<file path="src/rtl/dbuf_dma_pkg.sv">
package dbuf_dma_pkg;
  localparam int FLAG_N  = 2;
  localparam int FLAG_TC = 0;
  localparam int FLAG_ER = 1;
  typedef logic [FLAG_N-1:0] flag_vec_t;
endpackage

</file>
<file path="src/rtl/dbuf_dma_ptr.sv">
module dbuf_dma_ptr #(
  parameter int AW = 16,
  parameter int CW = 16
) (
  input  logic          clk,
  input  logic          rst,
  input  logic          load,
  input  logic [CW-1:0] len,
  input  logic          beat,
  input  logic          minc,
  input  logic          dbm,
  input  logic          running,
  input  logic          base_we,
  input  logic          base_sel,
  input  logic [AW-1:0] base_wdata,
  output logic [AW-1:0] ptr,
  output logic [CW-1:0] cnt,
  output logic          ct,
  output logic          last,
  output logic          bad_wr
);
  localparam int NBASE = 2;

  logic [AW-1:0] base_q [NBASE];
  logic [CW-1:0] len_q;
  logic          base_ok;
  logic [AW-1:0] nxt_base;

  assign bad_wr  = base_we && running && (base_sel == ct);
  assign base_ok = base_we && !bad_wr;
  assign last    = (cnt == CW'(1));
  assign nxt_base = (base_ok && (base_sel == !ct)) ? base_wdata : base_q[!ct];

  for (genvar i = 0; i < NBASE; i++) begin : g_base
    always_ff @(posedge clk) begin
      if (rst) base_q[i] <= '0;
      else if (base_ok && (base_sel == 1'(i))) base_q[i] <= base_wdata;
    end
  end

  always_ff @(posedge clk) begin
    if (rst) begin
      ct    <= 1'b0;
      cnt   <= '0;
      ptr   <= '0;
      len_q <= '0;
    end else if (load) begin
      ct    <= 1'b0;
      cnt   <= len;
      len_q <= len;
      ptr   <= base_q[0];
    end else if (beat) begin
      if (last && dbm) begin
        ct  <= !ct;
        cnt <= len_q;
        ptr <= nxt_base;
      end else begin
        cnt <= cnt - CW'(1);
        if (minc) ptr <= ptr + AW'(1);
      end
    end
  end

  // a ping-pong block end reloads the counter from the programmed length
  p_reload_r6: assert property (@(posedge clk) disable iff (rst)
    (beat && last && dbm) |=> (cnt == len_q));
  // the counter never underflows past zero while words are accepted
  p_no_underflow_r4: assert property (@(posedge clk) disable iff (rst)
    beat |-> (cnt != '0));
endmodule

</file>
<file path="src/rtl/dbuf_dma_flags.sv">
module dbuf_dma_flags
  import dbuf_dma_pkg::*;
(
  input  logic      clk,
  input  logic      rst,
  input  flag_vec_t set,
  input  flag_vec_t clr,
  input  logic      tcie,
  input  logic      teie,
  output logic      tc_flag,
  output logic      err_flag,
  output logic      irq
);
  flag_vec_t flg;

  for (genvar i = 0; i < FLAG_N; i++) begin : g_flag
    always_ff @(posedge clk) begin
      if (rst)         flg[i] <= 1'b0;
      else if (set[i]) flg[i] <= 1'b1;
      else if (clr[i]) flg[i] <= 1'b0;
    end
  end

  assign tc_flag  = flg[FLAG_TC];
  assign err_flag = flg[FLAG_ER];
  assign irq      = (tc_flag && tcie) || (err_flag && teie);

  // a set in the same cycle as a clear leaves the flag set
  p_set_wins_r9: assert property (@(posedge clk) disable iff (rst)
    (set[FLAG_TC] && clr[FLAG_TC]) |=> tc_flag);
  // a clear with no set drops the flag
  p_clear_r9: assert property (@(posedge clk) disable iff (rst)
    (clr[FLAG_ER] && !set[FLAG_ER]) |=> !err_flag);
endmodule

</file>
<file path="src/rtl/dbuf_dma_chan.sv">
module dbuf_dma_chan
  import dbuf_dma_pkg::*;
#(
  parameter int AW = 16,
  parameter int DW = 16,
  parameter int CW = 16
) (
  input  logic          clk,
  input  logic          rst,
  input  logic          start,
  input  logic [CW-1:0] cfg_len,
  input  logic          cfg_dbm,
  input  logic          cfg_minc,
  input  logic          cfg_tcie,
  input  logic          cfg_teie,
  input  logic          base_we,
  input  logic          base_sel,
  input  logic [AW-1:0] base_wdata,
  input  logic [1:0]    flag_clr,
  input  logic          stop_req,
  input  logic          per_req,
  input  logic [DW-1:0] per_data,
  output logic          mem_we,
  output logic [AW-1:0] mem_addr,
  output logic [DW-1:0] mem_wdata,
  output logic          busy,
  output logic          cur_tgt,
  output logic [CW-1:0] remaining,
  output logic          tc_flag,
  output logic          err_flag,
  output logic          irq
);
  logic running, stop_pend;
  logic dbm_q, minc_q, tcie_q, teie_q;
  logic load, beat, last, bad_wr;
  logic [AW-1:0] ptr;
  flag_vec_t fset;

  assign load = start && !running && (cfg_len != '0);
  assign beat = running && per_req && !stop_pend;

  always_ff @(posedge clk) begin
    if (rst) begin
      running   <= 1'b0;
      stop_pend <= 1'b0;
      dbm_q     <= 1'b0;
      minc_q    <= 1'b0;
      tcie_q    <= 1'b0;
      teie_q    <= 1'b0;
    end else begin
      if (load) begin
        running <= 1'b1;
        dbm_q   <= cfg_dbm;
        minc_q  <= cfg_minc;
        tcie_q  <= cfg_tcie;
        teie_q  <= cfg_teie;
      end else if (stop_pend) begin
        running <= 1'b0;
      end else if (beat && last && !dbm_q) begin
        running <= 1'b0;
      end
      if (stop_pend)                stop_pend <= 1'b0;
      else if (stop_req && running) stop_pend <= 1'b1;
    end
  end

  always_ff @(posedge clk) begin
    if (rst) begin
      mem_we    <= 1'b0;
      mem_addr  <= '0;
      mem_wdata <= '0;
    end else begin
      mem_we <= beat;
      if (beat) begin
        mem_addr  <= ptr;
        mem_wdata <= per_data;
      end
    end
  end

  dbuf_dma_ptr #(.AW(AW), .CW(CW)) u_ptr (
    .clk(clk), .rst(rst), .load(load), .len(cfg_len), .beat(beat),
    .minc(minc_q), .dbm(dbm_q), .running(running),
    .base_we(base_we), .base_sel(base_sel), .base_wdata(base_wdata),
    .ptr(ptr), .cnt(remaining), .ct(cur_tgt), .last(last), .bad_wr(bad_wr)
  );

  always_comb begin
    fset          = '0;
    fset[FLAG_TC] = beat && last;
    fset[FLAG_ER] = bad_wr;
  end

  dbuf_dma_flags u_flags (
    .clk(clk), .rst(rst), .set(fset), .clr(flag_clr),
    .tcie(tcie_q), .teie(teie_q),
    .tc_flag(tc_flag), .err_flag(err_flag), .irq(irq)
  );

  assign busy = running;

  // a memory write only follows an accepted request
  p_write_follows_req_r3: assert property (@(posedge clk) disable iff (rst)
    mem_we |-> $past(running && per_req));
  // a single-mode block end takes the channel out of busy
  p_single_end_r5: assert property (@(posedge clk) disable iff (rst)
    (beat && last && !dbm_q) |=> !busy);
  // a ping-pong block end keeps the channel busy and flips the target
  p_pingpong_r6: assert property (@(posedge clk) disable iff (rst)
    (beat && last && dbm_q && !stop_pend) |=> (busy && (cur_tgt != $past(cur_tgt))));
  // a write to the active base while busy raises the error flag
  p_active_wr_r8: assert property (@(posedge clk) disable iff (rst)
    (base_we && busy && (base_sel == cur_tgt)) |=> err_flag);
  // busy survives the cycle after a stop request
  p_stop_late_r11: assert property (@(posedge clk) disable iff (rst)
    (stop_req && busy && !stop_pend && !(beat && last && !dbm_q) && !load) |=> busy);
endmodule

</file>
<file path="config.mk">
export PLATFORM = sky130hd
export DESIGN_NAME = dbuf_dma_chan
export DESIGN_NICKNAME = d
export VERILOG_FILES = /design/src/rtl/dbuf_dma_pkg.sv /design/src/rtl/dbuf_dma_ptr.sv /design/src/rtl/dbuf_dma_flags.sv /design/src/rtl/dbuf_dma_chan.sv
export SDC_FILE = /design/constraint.sdc
export NUM_CORES = 1
export LEC_CHECK = 0
export CAP_MARGIN = 15
export CORE_MARGIN = 5
export CORE_UTILIZATION = 40
export DETAILED_ROUTE_END_ITERATION = 12
export PLACE_DENSITY_LB_ADDON = 0.2
export SYNTH_ARGS = -nofsm -noshare
export SYNTH_HDL_FRONTEND = slang
export SYNTH_SLANG_ARGS = --single-unit
</file>
<file path="constraint.sdc">
create_clock -name clk -period 7.81 [get_ports clk]
set_clock_uncertainty 0.15 [all_clocks]
set_input_delay 1.562 -clock clk [delete_from_list [all_inputs] [get_ports clk]]
set_output_delay 1.562 -clock clk [all_outputs]
set_load 0.01 [all_outputs]
</file>
; ---- Word level (Yosys, flattened, before mapping)
; Memories as Yosys holds them, arrays and structs flattened.
; Index checks and enable logic that the tools add are counted.
[classes]
n_bitwise = 3
mux = 26
n_reduce_logical = 32
eq_ne = 3
addsub = 2
[ops]
columns = op, count
row1 = 16-bit 2-to-1 mux, 10
row2 = "16-bit by 1-bit adder with 16-bit output, second input constant", 1
row3 = "16-bit by 1-bit == test with 1-bit output, second input constant", 1
row4 = 1-bit logical AND, 16
row5 = 1-bit 2-to-1 mux, 16
row6 = 16-bit nonzero test, 1
row7 = "16-bit by 1-bit subtractor with 16-bit output, second input constant", 1
row8 = 2-bit nonzero test, 3
row9 = 3-bit nonzero test, 2
row10 = 1-bit logical NOT, 5
row11 = 2-bit AND reduction, 2
row12 = 2-bit OR reduction, 2
row13 = 1-bit == test, 2
row14 = 1-bit OR, 2
row15 = 1-bit logical OR, 1
row16 = 1-bit inverter, 1
[word_totals]
elab_cells = 82
regBits = 90
memories = 1
mem_bits_rw = 32
inputBits = 61
output_inout_bits = 54
[memory_table]
columns = memory, depth, word_bits, read_ports, rd_clocked_by_memory_dff, wr, line_no
row1 = u_ptr.base_q, 2, 16, 2, 0, 2, dbuf_dma_ptr.sv:24  ; logic [AW-1:0] base_q [NBASE];

; ---- Longest topological paths before layout
; Gate-level depths: netlist (run 1).
[depth]
ltp_word = 9
depth_mapped = 10

; ---- Modules after synthesis
; From an unflattened synthesis (run 1), not the netlist that was laid out.
[unflattened]
hier_cells = 695
area_unflattened_um2 = 6125.9
[modules_own_cells]
columns = module, cells_per_inst, n_inst, area_each_um2
row1 = dbuf_dma_ptr, 514, 1, 4540.6
row2 = dbuf_dma_chan, 172, 1, 1506.4
row3 = dbuf_dma_flags, 9, 1, 78.8

; ---- Worst setup path after synthesis (run 1)
; OpenSTA, ideal clock, no wires.
[synth_path]
kind = input port to flip-flop
startpoint = in base_sel
endpoint = mem u_ptr.base_q[1][0], enable pin
n_path_buf = 1
path_stages = 4
setup_slack_ns = 4.247
setup_time_ns = 0.392
t_arrival_ns = 3.020
cell_sequence = clkbuf_1 > xor2_1 > nor2_1 > o21bai_1
[synth_rtl]
columns = element, line_no
row1 = "start, declared", dbuf_dma_chan.sv:17  ; input logic base_sel,
row2 = "end, declared", dbuf_dma_ptr.sv:24

; ---- Worst setup path after layout (run 1)
[layout_path]
startpoint = in per_req
endpoint = reg u_ptr.ptr[9]
[layout_via]
elab_chain_cells = 4
[layout_lines]
columns = element, line_no
row1 = "start, declared", dbuf_dma_chan.sv:21  ; input logic per_req,
row2 = 1-bit logical AND (2 in series), dbuf_dma_chan.sv:40  ; assign beat = running && per_req && !stop_pend;
row3 = 2-bit nonzero test (no source line), -
row4 = 2-bit AND reduction (no source line), -
row5 = "end signal, assigned", dbuf_dma_ptr.sv:51  ; ptr <= base_q[0];
row6 = "end signal, assigned", dbuf_dma_ptr.sv:56  ; ptr <= nxt_base;
row7 = "end signal, assigned", dbuf_dma_ptr.sv:59  ; if (minc) ptr <= ptr + AW'(1);
row8 = "end, declared", dbuf_dma_ptr.sv:16  ; output logic [AW-1:0] ptr,
; Every way passes these cells.
; A chain may end at the register's enable or synchronous reset.

==> flow_summary.json, run 1 <==
{
  "p_total_w": 0.001797,
  "finalSetupTns_ns": 0,
  "cp_slowest_cell": "or4b_2",
  "first_pass_iters": 6,
  "final_core_util_pct": 53.79,
  "crit_fanout": 33,
  "crit_arrival_ns": 4.12,
  "hold_viol": 0,
  "rows": 44,
  "area_growth_pct": 31.87,
  "critPathCaptureType": "flip-flop",
  "cts_resized": 0,
  "slowest_delay_ns": 0.67,
  "diodes": 0,
  "layout_setup_ws_ns": 3.851,
  "status": "completed",
  "grt_setup_unrepaired": "false",
  "die_area_sq_um": 17360,
  "setup_viol": 0,
  "final_net_count": 851,
  "syn_area_per_cell_sq_um": 8.542,
  "n_fill_cell": 1339,
  "synthFlopType": "dfxtp_1",
  "syn-cell-area_sq_um": 5928,
  "yosysUniqueCellTypes": 62,
  "ys_seq_elements": 122,
  "ys_warn_count": 0,
  "initial_core_util_pct": 40.79,
  "holdPathEnd": "mem_wdata[4]",
  "p_per_area_nw_per_um2": 229.8,
  "cts.clk_slew.worst_paths_ns": 0.06,
  "grtUsageMet2_pct": 30.39,
  "busiest_layer": "met2",
  "drc": 0,
  "grt_pass1_vias": 5558,
  "rr_startpoint": "u_ptr.cnt[0]",
  "period_share_pct": 50.69,
  "crit_family": "simple AND/OR/NAND/NOR gates",
  "grt_util_met3_pct": 5.000,
  "post-cts-setup-buffer-count": 0,
  "pre_cts_ws_ns": 3.074,
  "dp_cells": 950,
  "cts_hold_buf": 0,
  "slew_headroom_pct": 33.91,
  "top_level_ports": 115,
  "ant_nets": 0,
  "cts_root_buffer": "clkbuf_16",
  "synth-edff-count": 32,
  "reg2reg_depth": 6,
  "routed_via_density": 5.597,
  "dieWidth_microns": 131.7,
  "max-cap-violations": 0,
  "drt_wl_total_microns": 17200,
  "gp_congestion": 0.9189,
  "grt_max_degree": 97,
  "worstMarginPinSlew_ns": 0.9882,
  "yosysSeqAreaShare_pct": 46.60,
  "grt_pass1_wl_microns": 28560,
  "vdd_drop_max_uv": 145.4,
  "hold_start": "mem_wdata[4]",
  "postSynth.asyncResetShare_pct": 0,
  "grt_antenna_before_repair": 0,
  "first_iter_violations": 535,
  "core_area_sq_um": 14530,
  "hold_class": "reg -> reg",
  "htreeDepth": 4,
  "numClockSinks": 122,
  "hold_depth": 2,
  "leakage_nw": 2.711,
  "drive_gt1_share_pct": 6.875,
  "use_met1_pct": 27.08,
  "die_y_microns": 131.7,
  "synth_fp_nets": 758,
  "reg2reg_setup_slack_ns": 4.76,
  "cts_tree": "done",
  "post-dp-hpwl_microns": 11810,
  "vias": 5507,
  "worstSkewPairLatency_ns": 0.42,
  "fmax_mhz": 252.6,
  "worstSetupStartpointType": "input pin",
  "path_class": "in -> reg",
  "final_cells": 984,
  "maxSlewViolCount": 0,
  "cts_buffer_depth": 2,
  "rr_endpoint": "u_ptr.ptr[9]",
  "numCtsBuffers": 17,
  "syn_inst": 694,
  "cp.buffers_inverters": 2,
  "worstPathCellList": "clkdlybuf4s50_1, and3b_1, buf_4, nand2_1, or4b_2, a41o_1",
  "cp.required_ns": 7.97,
  "grt_usage_pct": 19.87,
  "period_needed_ns": 3.959,
  "wire_per_inst_microns": 17.48,
  "numPortBuffers": 114,
  "overflow": 0
}
[stage by stage]
stage | hold WS [ns] | cell area [sq um]
after floorplan | 0.2832 | 5928
after global placement | 0.2908 | 7161
after detailed placement | 0.2963 | 7161
after CTS | 0.3042 | 7805
after global routing | 0.3224 | 7818
final | 0.3015 | 7818
[cells in the mapped netlist (5+ instances only)]
| cell | count | share of area, % |
|---|---|---|
| nor2b_1 | 6 | 0.63 |
| a21o_1 | 5 | 0.63 |
| o21ai_0 | 19 | 1.6 |
| a311o_1 | 6 | 1.0 |
| a21oi_1 | 73 | 6.2 |
| nor3b_1 | 5 | 0.63 |
| nand3b_1 | 10 | 1.3 |
| nor2_1 | 18 | 1.1 |
| o211ai_1 | 9 | 1.1 |
| o22ai_1 | 7 | 0.74 |
| inv_1 | 10 | 0.63 |
| nand4_1 | 7 | 0.74 |
| and3_1 | 6 | 0.63 |
| xnor2_1 | 8 | 1.2 |
| xor2_1 | 8 | 1.2 |
| or4_1 | 5 | 0.63 |
| dfxtp_1 | 90 | 30 |
| a21boi_0 | 6 | 0.76 |
| buf_2 | 5 | 0.42 |
| edfxtp_1 | 32 | 16 |
| nand2b_1 | 5 | 0.53 |
| a31oi_1 | 19 | 2.0 |
| mux2i_1 | 11 | 1.9 |
| and2_1 | 30 | 3.2 |
| nor3_1 | 13 | 1.1 |
| nor4_1 | 13 | 1.4 |
| nand3_1 | 29 | 2.4 |
| nand2_1 | 140 | 8.9 |
| clkbuf_1 | 43 | 2.7 |
[cell type report]
class	count	area (sq um)	area share, %
Timing Repair Buffer	126	1224	15.65
Clock buffer	21	481.7	6.162
Multi-Input combinational cell	510	2919	37.34
Inverter	10	37.54	0.4802
Clock inverter	11	162.7	2.081
Sequential cell	122	2763	35.34
Tap cell	184	230.2	2.945
[cell usage in the layout, fill, tap and decap left out, drive strengths merged, types with 3 or more instances in the layout]
cell and count:
nand2 140, clkdlybuf4s50 113, dfxtp 90, a21oi 73, edfxtp 32, and2 30
nand3 29, clkbuf 22, o21ai 21, a31oi 19, nor2 19, nor4 14
nor3 13, inv 12, buf 12, mux2i 11, nand3b 10, o211ai 9
xor2 8, xnor2 8, or4 8, nand4 7, o22ai 7, nor2b 6
and3 6, a21boi 6, a311o 6, nand2b 5, nor3b 5, a21o 5
a211oi 4, o31ai 4, bufinv 4, o21a 4, or4b 4, o21bai 3
ha 3, clkinv 3
[worst min-delay path, stage by stage (launching register included)]
cell     delay (ns)
dfxtp_1        0.30
nand2_1        0.05
a21oi_1        0.05
[registers in the layout, indices dropped and copies added (netlist names)]
name,cells
busy,1
dbm_q,1
mem_addr,16
mem_wdata,16
mem_we,1
minc_q,1
stop_pend,1
tcie_q,1
teie_q,1
u_flags.err_flag,1
u_flags.tc_flag,1
u_ptr.base_q,32
u_ptr.cnt,16
u_ptr.ct,1
u_ptr.len_q,16
u_ptr.ptr,16
[power by group]
| group | switching, W | internal, W | leakage (nW) |
|---|---|---|---|
| Sequential | 0.0000360 | 0.000686 | 1.07 |
| Combinational | 0.000115 | 0.000106 | 1.32 |
| Clock | 0.000286 | 0.000568 | 0.315 |
| Total | 0.000437 | 0.00136 | 2.71 |
[worst max-delay path by stage]
stage                        start                  to  slack [ns]  depth (start not counted)
after global routing       per_req        u_ptr.ptr[9]        3.70                          6
after CTS                  base_we  u_ptr.base_q[0][3]        3.50                          4
final                      per_req        u_ptr.ptr[9]        3.85                          6
after global placement     base_we  u_ptr.base_q[0][8]        3.22                          4
after detailed placement   base_we  u_ptr.base_q[0][8]        3.07                          4
after floorplan           base_sel  u_ptr.base_q[1][0]        4.25                          4
[per-layer routing]
metal,routed length (microns),vias to the layer above
li1,-,2689
met1,7839,2565
met2,7811,223
met3,1222,30
met4,328,0
met5,0,-
[kinds of logic (layout without fill, tap and decap cells)]
logic type	Yosys count	after routing	synth area share, %
compound gates	179	179	18.89
xor+xnor	16	16	2.364
fa+ha+maj	3	3	0.6332
buf+inv	62	168	4.284
flops	122	122	46.60
mux	11	11	1.857
simple gates	301	301	25.37
Note: power is estimated with default switching activity, not from simulation.
==> inputs of run 2 (changes only) <==
clock period = 3.9 ns   (was 7.81 ns; I/O delays follow)
==> run 2 against run 1 <==
Against the previous run: clock power is 84% higher; combinational power is 110% higher; sequential power is 100% higher; die area stayed put; global-route usage is 0.11 points higher; flip-flop and latch count stayed put; core utilization is 0.12 points higher; critical path depth stayed put; critical path type is now reg -> reg; highest routed layer unchanged.
==> flow_summary.json, run 2 (synthesis results as in run 1) <==
{
  "largest_reg_flops": 32,
  "cts_hold_buf": 0,
  "first_pass_iters": 5,
  "cts_resized": 0,
  "drive_gt1_share_pct": 7.196,
  "numClockSinks": 122,
  "area_growth_pct": 32.17,
  "maxSlewViolCount": 0,
  "final_cells": 990,
  "initial_core_util_pct": 40.79,
  "finalSetupTns_ns": 0,
  "core_area_sq_um": 14530,
  "worstSkewPairLatency_ns": 0.42,
  "layout_setup_ws_ns": 0.7912,
  "drc": 0,
  "post-dp-hpwl_microns": 12170,
  "final_net_count": 857,
  "cts_root_buffer": "clkbuf_16",
  "cp.required_ns": 4.06,
  "crit_arrival_ns": 3.27,
  "worstMarginPinSlew_ns": 0.8183,
  "grt_pass1_wl_microns": 28440,
  "grt_antenna_before_repair": 0,
  "pre_cts_ws_ns": 0.5339,
  "htreeDepth": 4,
  "layout_common_cells": "nand2_1 (140), clkdlybuf4s50_1 (113), dfxtp_1 (90)",
  "critPathCaptureType": "flip-flop",
  "grt_max_degree": 49,
  "top_register": "u_ptr.base_q",
  "top_level_ports": 115,
  "post-cts-setup-buffer-count": 0,
  "die_area_sq_um": 17360,
  "numPortBuffers": 114,
  "wire_per_inst_microns": 17.59,
  "grt_setup_unrepaired": "false",
  "slew_headroom_pct": 45.08,
  "vdd_drop_max_uv": 328.8,
  "fmax_mhz": 321.7,
  "grt_usage_pct": 19.97,
  "overflow": 0,
  "p_per_area_nw_per_um2": 443.1,
  "vias": 5665,
  "dp_cells": 956,
  "hold_class": "reg -> reg",
  "status": "completed",
  "first_iter_violations": 372,
  "setup_viol": 0,
  "period_needed_ns": 3.109,
  "hold_viol": 0,
  "numCtsBuffers": 17,
  "cts.clk_slew.worst_paths_ns": 0.05,
  "max-cap-violations": 0,
  "grt_pass1_vias": 5553,
  "rows": 44,
  "gp_congestion": 0.9026,
  "diodes": 0,
  "cts_buffer_depth": 2,
  "period_share_pct": 79.71,
  "dieWidth_microns": 131.7,
  "final_common_cell": "nand2_1",
  "drt_wl_total_microns": 17410,
  "cts_tree": "done",
  "worstSetupStartpointType": "flip-flop",
  "leakage_nw": 2.734,
  "ant_nets": 0,
  "die_y_microns": 131.7,
  "path_class": "reg -> reg",
  "p_total_w": 0.003472,
  "routed_via_density": 5.722,
  "crit_fanout": 43
}
[run 2: cell count changes in the layout (fill, tap and decap cells not counted), sizes merged]
cell / before / now
clkinvlp: 2 / 0
clkinv: 3 / 4
buf: 12 / 19
inv: 12 / 10
clkbuf: 22 / 27
bufinv: 4 / 1
[run 2: per-stage QoR]
| stage | hold WS [ns] | area (sq um) | util, % |
|---|---|---|---|
| 2_1_floorplan | 0.2832 | 5928 | - |
| 3_3_place_gp | 0.2890 | 7218 | 49.66 |
| 3_5_place_dp | 0.2932 | 7218 | 49.66 |
| 4_1_cts | 0.3008 | 7825 | 53.84 |
| 5_1_grt | 0.3169 | 7835 | 53.91 |
| 6_report | 0.2984 | 7835 | 53.91 |
[run 2: final timing paths]
path,startpoint,endpoint,slack (ns),cells past startpoint
hold / removal,u_ptr.len_q[14],u_ptr.len_q[14],0.30,2
setup / recovery,u_ptr.cnt[0],u_ptr.ptr[9],0.79,6
setup reg to reg,u_ptr.cnt[0],u_ptr.ptr[9],0.79,6
hold reg to reg,u_ptr.len_q[14],u_ptr.len_q[14],0.30,2
[run 2: worst max-delay path, stage by stage (launching register included)]
cell     delay, ns
dfxtp_1       0.44
ha_1          0.20
or4b_1        0.49
or4_4         0.78
nor2_2        0.41
o21ai_0       0.25
a41o_1        0.28
[run 2: report_power, final]
| part | total [W] | switching [W] | internal (W) |
|---|---|---|---|
| combinational | 0.000454 | 0.000235 | 0.000218 |
| clock | 0.00157 | 0.000534 | 0.00104 |
| sequential | 0.00145 | 0.0000718 | 0.00137 |
| total | 0.00347 | 0.000841 | 0.00263 |
[run 2: layout make-up]
| cell class | instances | area, sq um |
|---|---|---|
| Sequential cell | 122 | 2763 |
| Clock inverter | 5 | 50.05 |
| Inverter | 10 | 37.54 |
| Multi-Input combinational cell | 510 | 2919 |
| Fill cell | 1382 | 6699 |
| Clock buffer | 27 | 556.8 |
| Tap cell | 184 | 230.2 |
| Timing Repair Buffer | 132 | 1279 |
[run 2: layer usage]
| layer | vias up | global-route usage (%) | part of all wire [%] |
|---|---|---|---|
| li1 | 2693 | - | - |
| met1 | 2691 | 26.07 | 44 |
| met2 | 245 | 30.90 | 46 |
| met3 | 36 | 6.298 | 8.4 |
| met4 | 0 | 7.886 | 2.4 |
| met5 | - | 0 | 0 |
==> inputs of run 3 (changes only) <==
clock period = 2.91 ns   (was 3.9 ns; I/O delays follow)
==> run 3 against run 2 <==
Against the previous run: die area is the same; routed wire length grew 3.3%; count of clock-buffer cells in the layout shrank 7; register-to-register slack lost 0.63 ns; combinational power grew 54%; core utilization grew 2.2 points; worst hold slack gained 0.0044 ns; critical endpoint is now u_ptr.cnt[10]; largest cell class unchanged; final cell count grew 4.8%; final area grew 4.1%.
==> flow_summary.json, run 3 (synthesis results as in run 1) <==
{
  "status": "completed",
  "grt_pass1_wl_microns": 29620,
  "crit_arrival_ns": 2.88,
  "p_total_w": 0.004533,
  "dp_cells": 1006,
  "final_net_count": 905,
  "dieWidth_microns": 131.7,
  "fin_area_sq_um": 8157,
  "rows": 44,
  "p_per_area_nw_per_um2": 555.7,
  "period_needed_ns": 2.748,
  "first_iter_violations": 427,
  "vdd_drop_max_uv": 390.7,
  "cp_slowest_cell": "or4_4",
  "drt_wl_total_microns": 17990,
  "numClockSinks": 122,
  "grt_setup_unrepaired": "false",
  "cp.required_ns": 3.04,
  "worstPathCellList": "inv_1, ha_1, or4b_1, or4_4, buf_4, mux2i_1, a2111oi_0",
  "worstMarginPinSlew_ns": 0.7928,
  "largest_reg_flops": 32,
  "critPathCaptureType": "flip-flop",
  "routed_via_density": 5.620,
  "slew_headroom_pct": 46.79,
  "hold_class": "reg -> reg",
  "vias": 5834,
  "numPortBuffers": 114,
  "grt_antenna_before_repair": 0,
  "diodes": 0,
  "drc": 0,
  "placed_area_sq_um": 7619,
  "final_common_cell": "nand2_1",
  "ant_nets": 0,
  "grt_max_degree": 56,
  "overflow": 0,
  "post-cts-setup-buffer-count": 0,
  "max-cap-violations": 0,
  "final_core_util_pct": 56.12,
  "worstSetupStartpointType": "flip-flop",
  "htreeDepth": 4,
  "cts_resized": 0,
  "top_level_ports": 115,
  "first_pass_iters": 5,
  "core_area_sq_um": 14530,
  "slowest_delay_ns": 0.65,
  "maxSlewViolCount": 0,
  "die_y_microns": 131.7,
  "top_register": "u_ptr.base_q",
  "drive_gt1_share_pct": 12.06,
  "cts_tree": "done",
  "setup_viol": 0,
  "leakage_nw": 2.919,
  "crit_fanout": 17,
  "path_class": "reg -> reg",
  "grt_pass1_vias": 5761,
  "numCtsBuffers": 17,
  "post-dp-hpwl_microns": 13250,
  "worstSkewPairLatency_ns": 0.42,
  "grt_usage_pct": 20.62,
  "die_area_sq_um": 17360,
  "cts_buffer_depth": 2,
  "fmax_mhz": 364.0,
  "period_share_pct": 94.42,
  "area_growth_pct": 37.59,
  "hold_viol": 0,
  "wire_per_inst_microns": 17.33,
  "cts_hold_buf": 0,
  "initial_core_util_pct": 40.79,
  "cts.clk_slew.worst_paths_ns": 0.05,
  "gp_congestion": 0.9342,
  "final_cells": 1038,
  "layout_common_cells": "nand2_1 (140), clkdlybuf4s50_1 (113), dfxtp_1 (90)",
  "cts_root_buffer": "clkbuf_16"
}
==> run 3: metal layers <==
layer  track usage, %  routed length, microns  up-vias
met4            7.657                     361        0
met2            32.22                    8242      244
met1            26.97                    7943     2750
met5                0                       0        -
li1                 -                       -     2803
met3            6.298                    1440       37
==> run 3: cell type report <==
class	count	area [sq um]
fill	1321	6377
multi-input combinational	510	2919
sequential	122	2763
timing repair buffer	180	1669
clock buffer	20	436.7
tap	184	230.2
clock inverter	12	101.3
inverter	10	37.54
==> run 3: critical path, delay by kind of cell (launching register included) <==
| family | cells | cell delay, ns |
|---|---|---|
| adder cells (fa/ha/maj) | 1 | 0.18 |
| multiplexers | 1 | 0.13 |
| AO/OA/AOI/OAI | 1 | 0.43 |
| flip-flops | 1 | 0.31 |
| buffers and inverters | 2 | 0.28 |
| AND/OR/NAND/NOR | 2 | 1.14 |
==> run 3: path summary, 6_finish.rpt <==
check / from / endpoint / slack [ns] / depth (start not counted)
max reg2reg: u_ptr.cnt[1] / u_ptr.cnt[10] / 0.16 / 7
max: u_ptr.cnt[1] / u_ptr.cnt[10] / 0.16 / 7
min reg2reg: u_ptr.len_q[11] / u_ptr.len_q[11] / 0.30 / 2
min: u_ptr.len_q[11] / u_ptr.len_q[11] / 0.30 / 2
==> run 3: report_power, final <==
| group | leakage (nW) | switching (W) | internal, W | total [W] |
|---|---|---|---|---|
| Clock | 0.247 | 0.000749 | 0.00116 | 0.00191 |
| Sequential | 1.07 | 0.0000799 | 0.00184 | 0.00192 |
| Combinational | 1.60 | 0.000351 | 0.000348 | 0.000699 |
| Total | 2.92 | 0.00118 | 0.00335 | 0.00453 |
==> run 3: metrics by stage <==
stage / setup slack, ns / TNS (ns) / hold slack, ns
3_3_place_gp: -0.1264 / -1.860 / 0.2918
4_1_cts: 0.1712 / 0 / 0.3014
5_1_grt: 0.04575 / 0 / 0.3283
6_report: 0.1624 / 0 / 0.3029
2_1_floorplan: 0.2979 / 0 / 0.2832
3_5_place_dp: -0.1441 / -2.468 / 0.2941
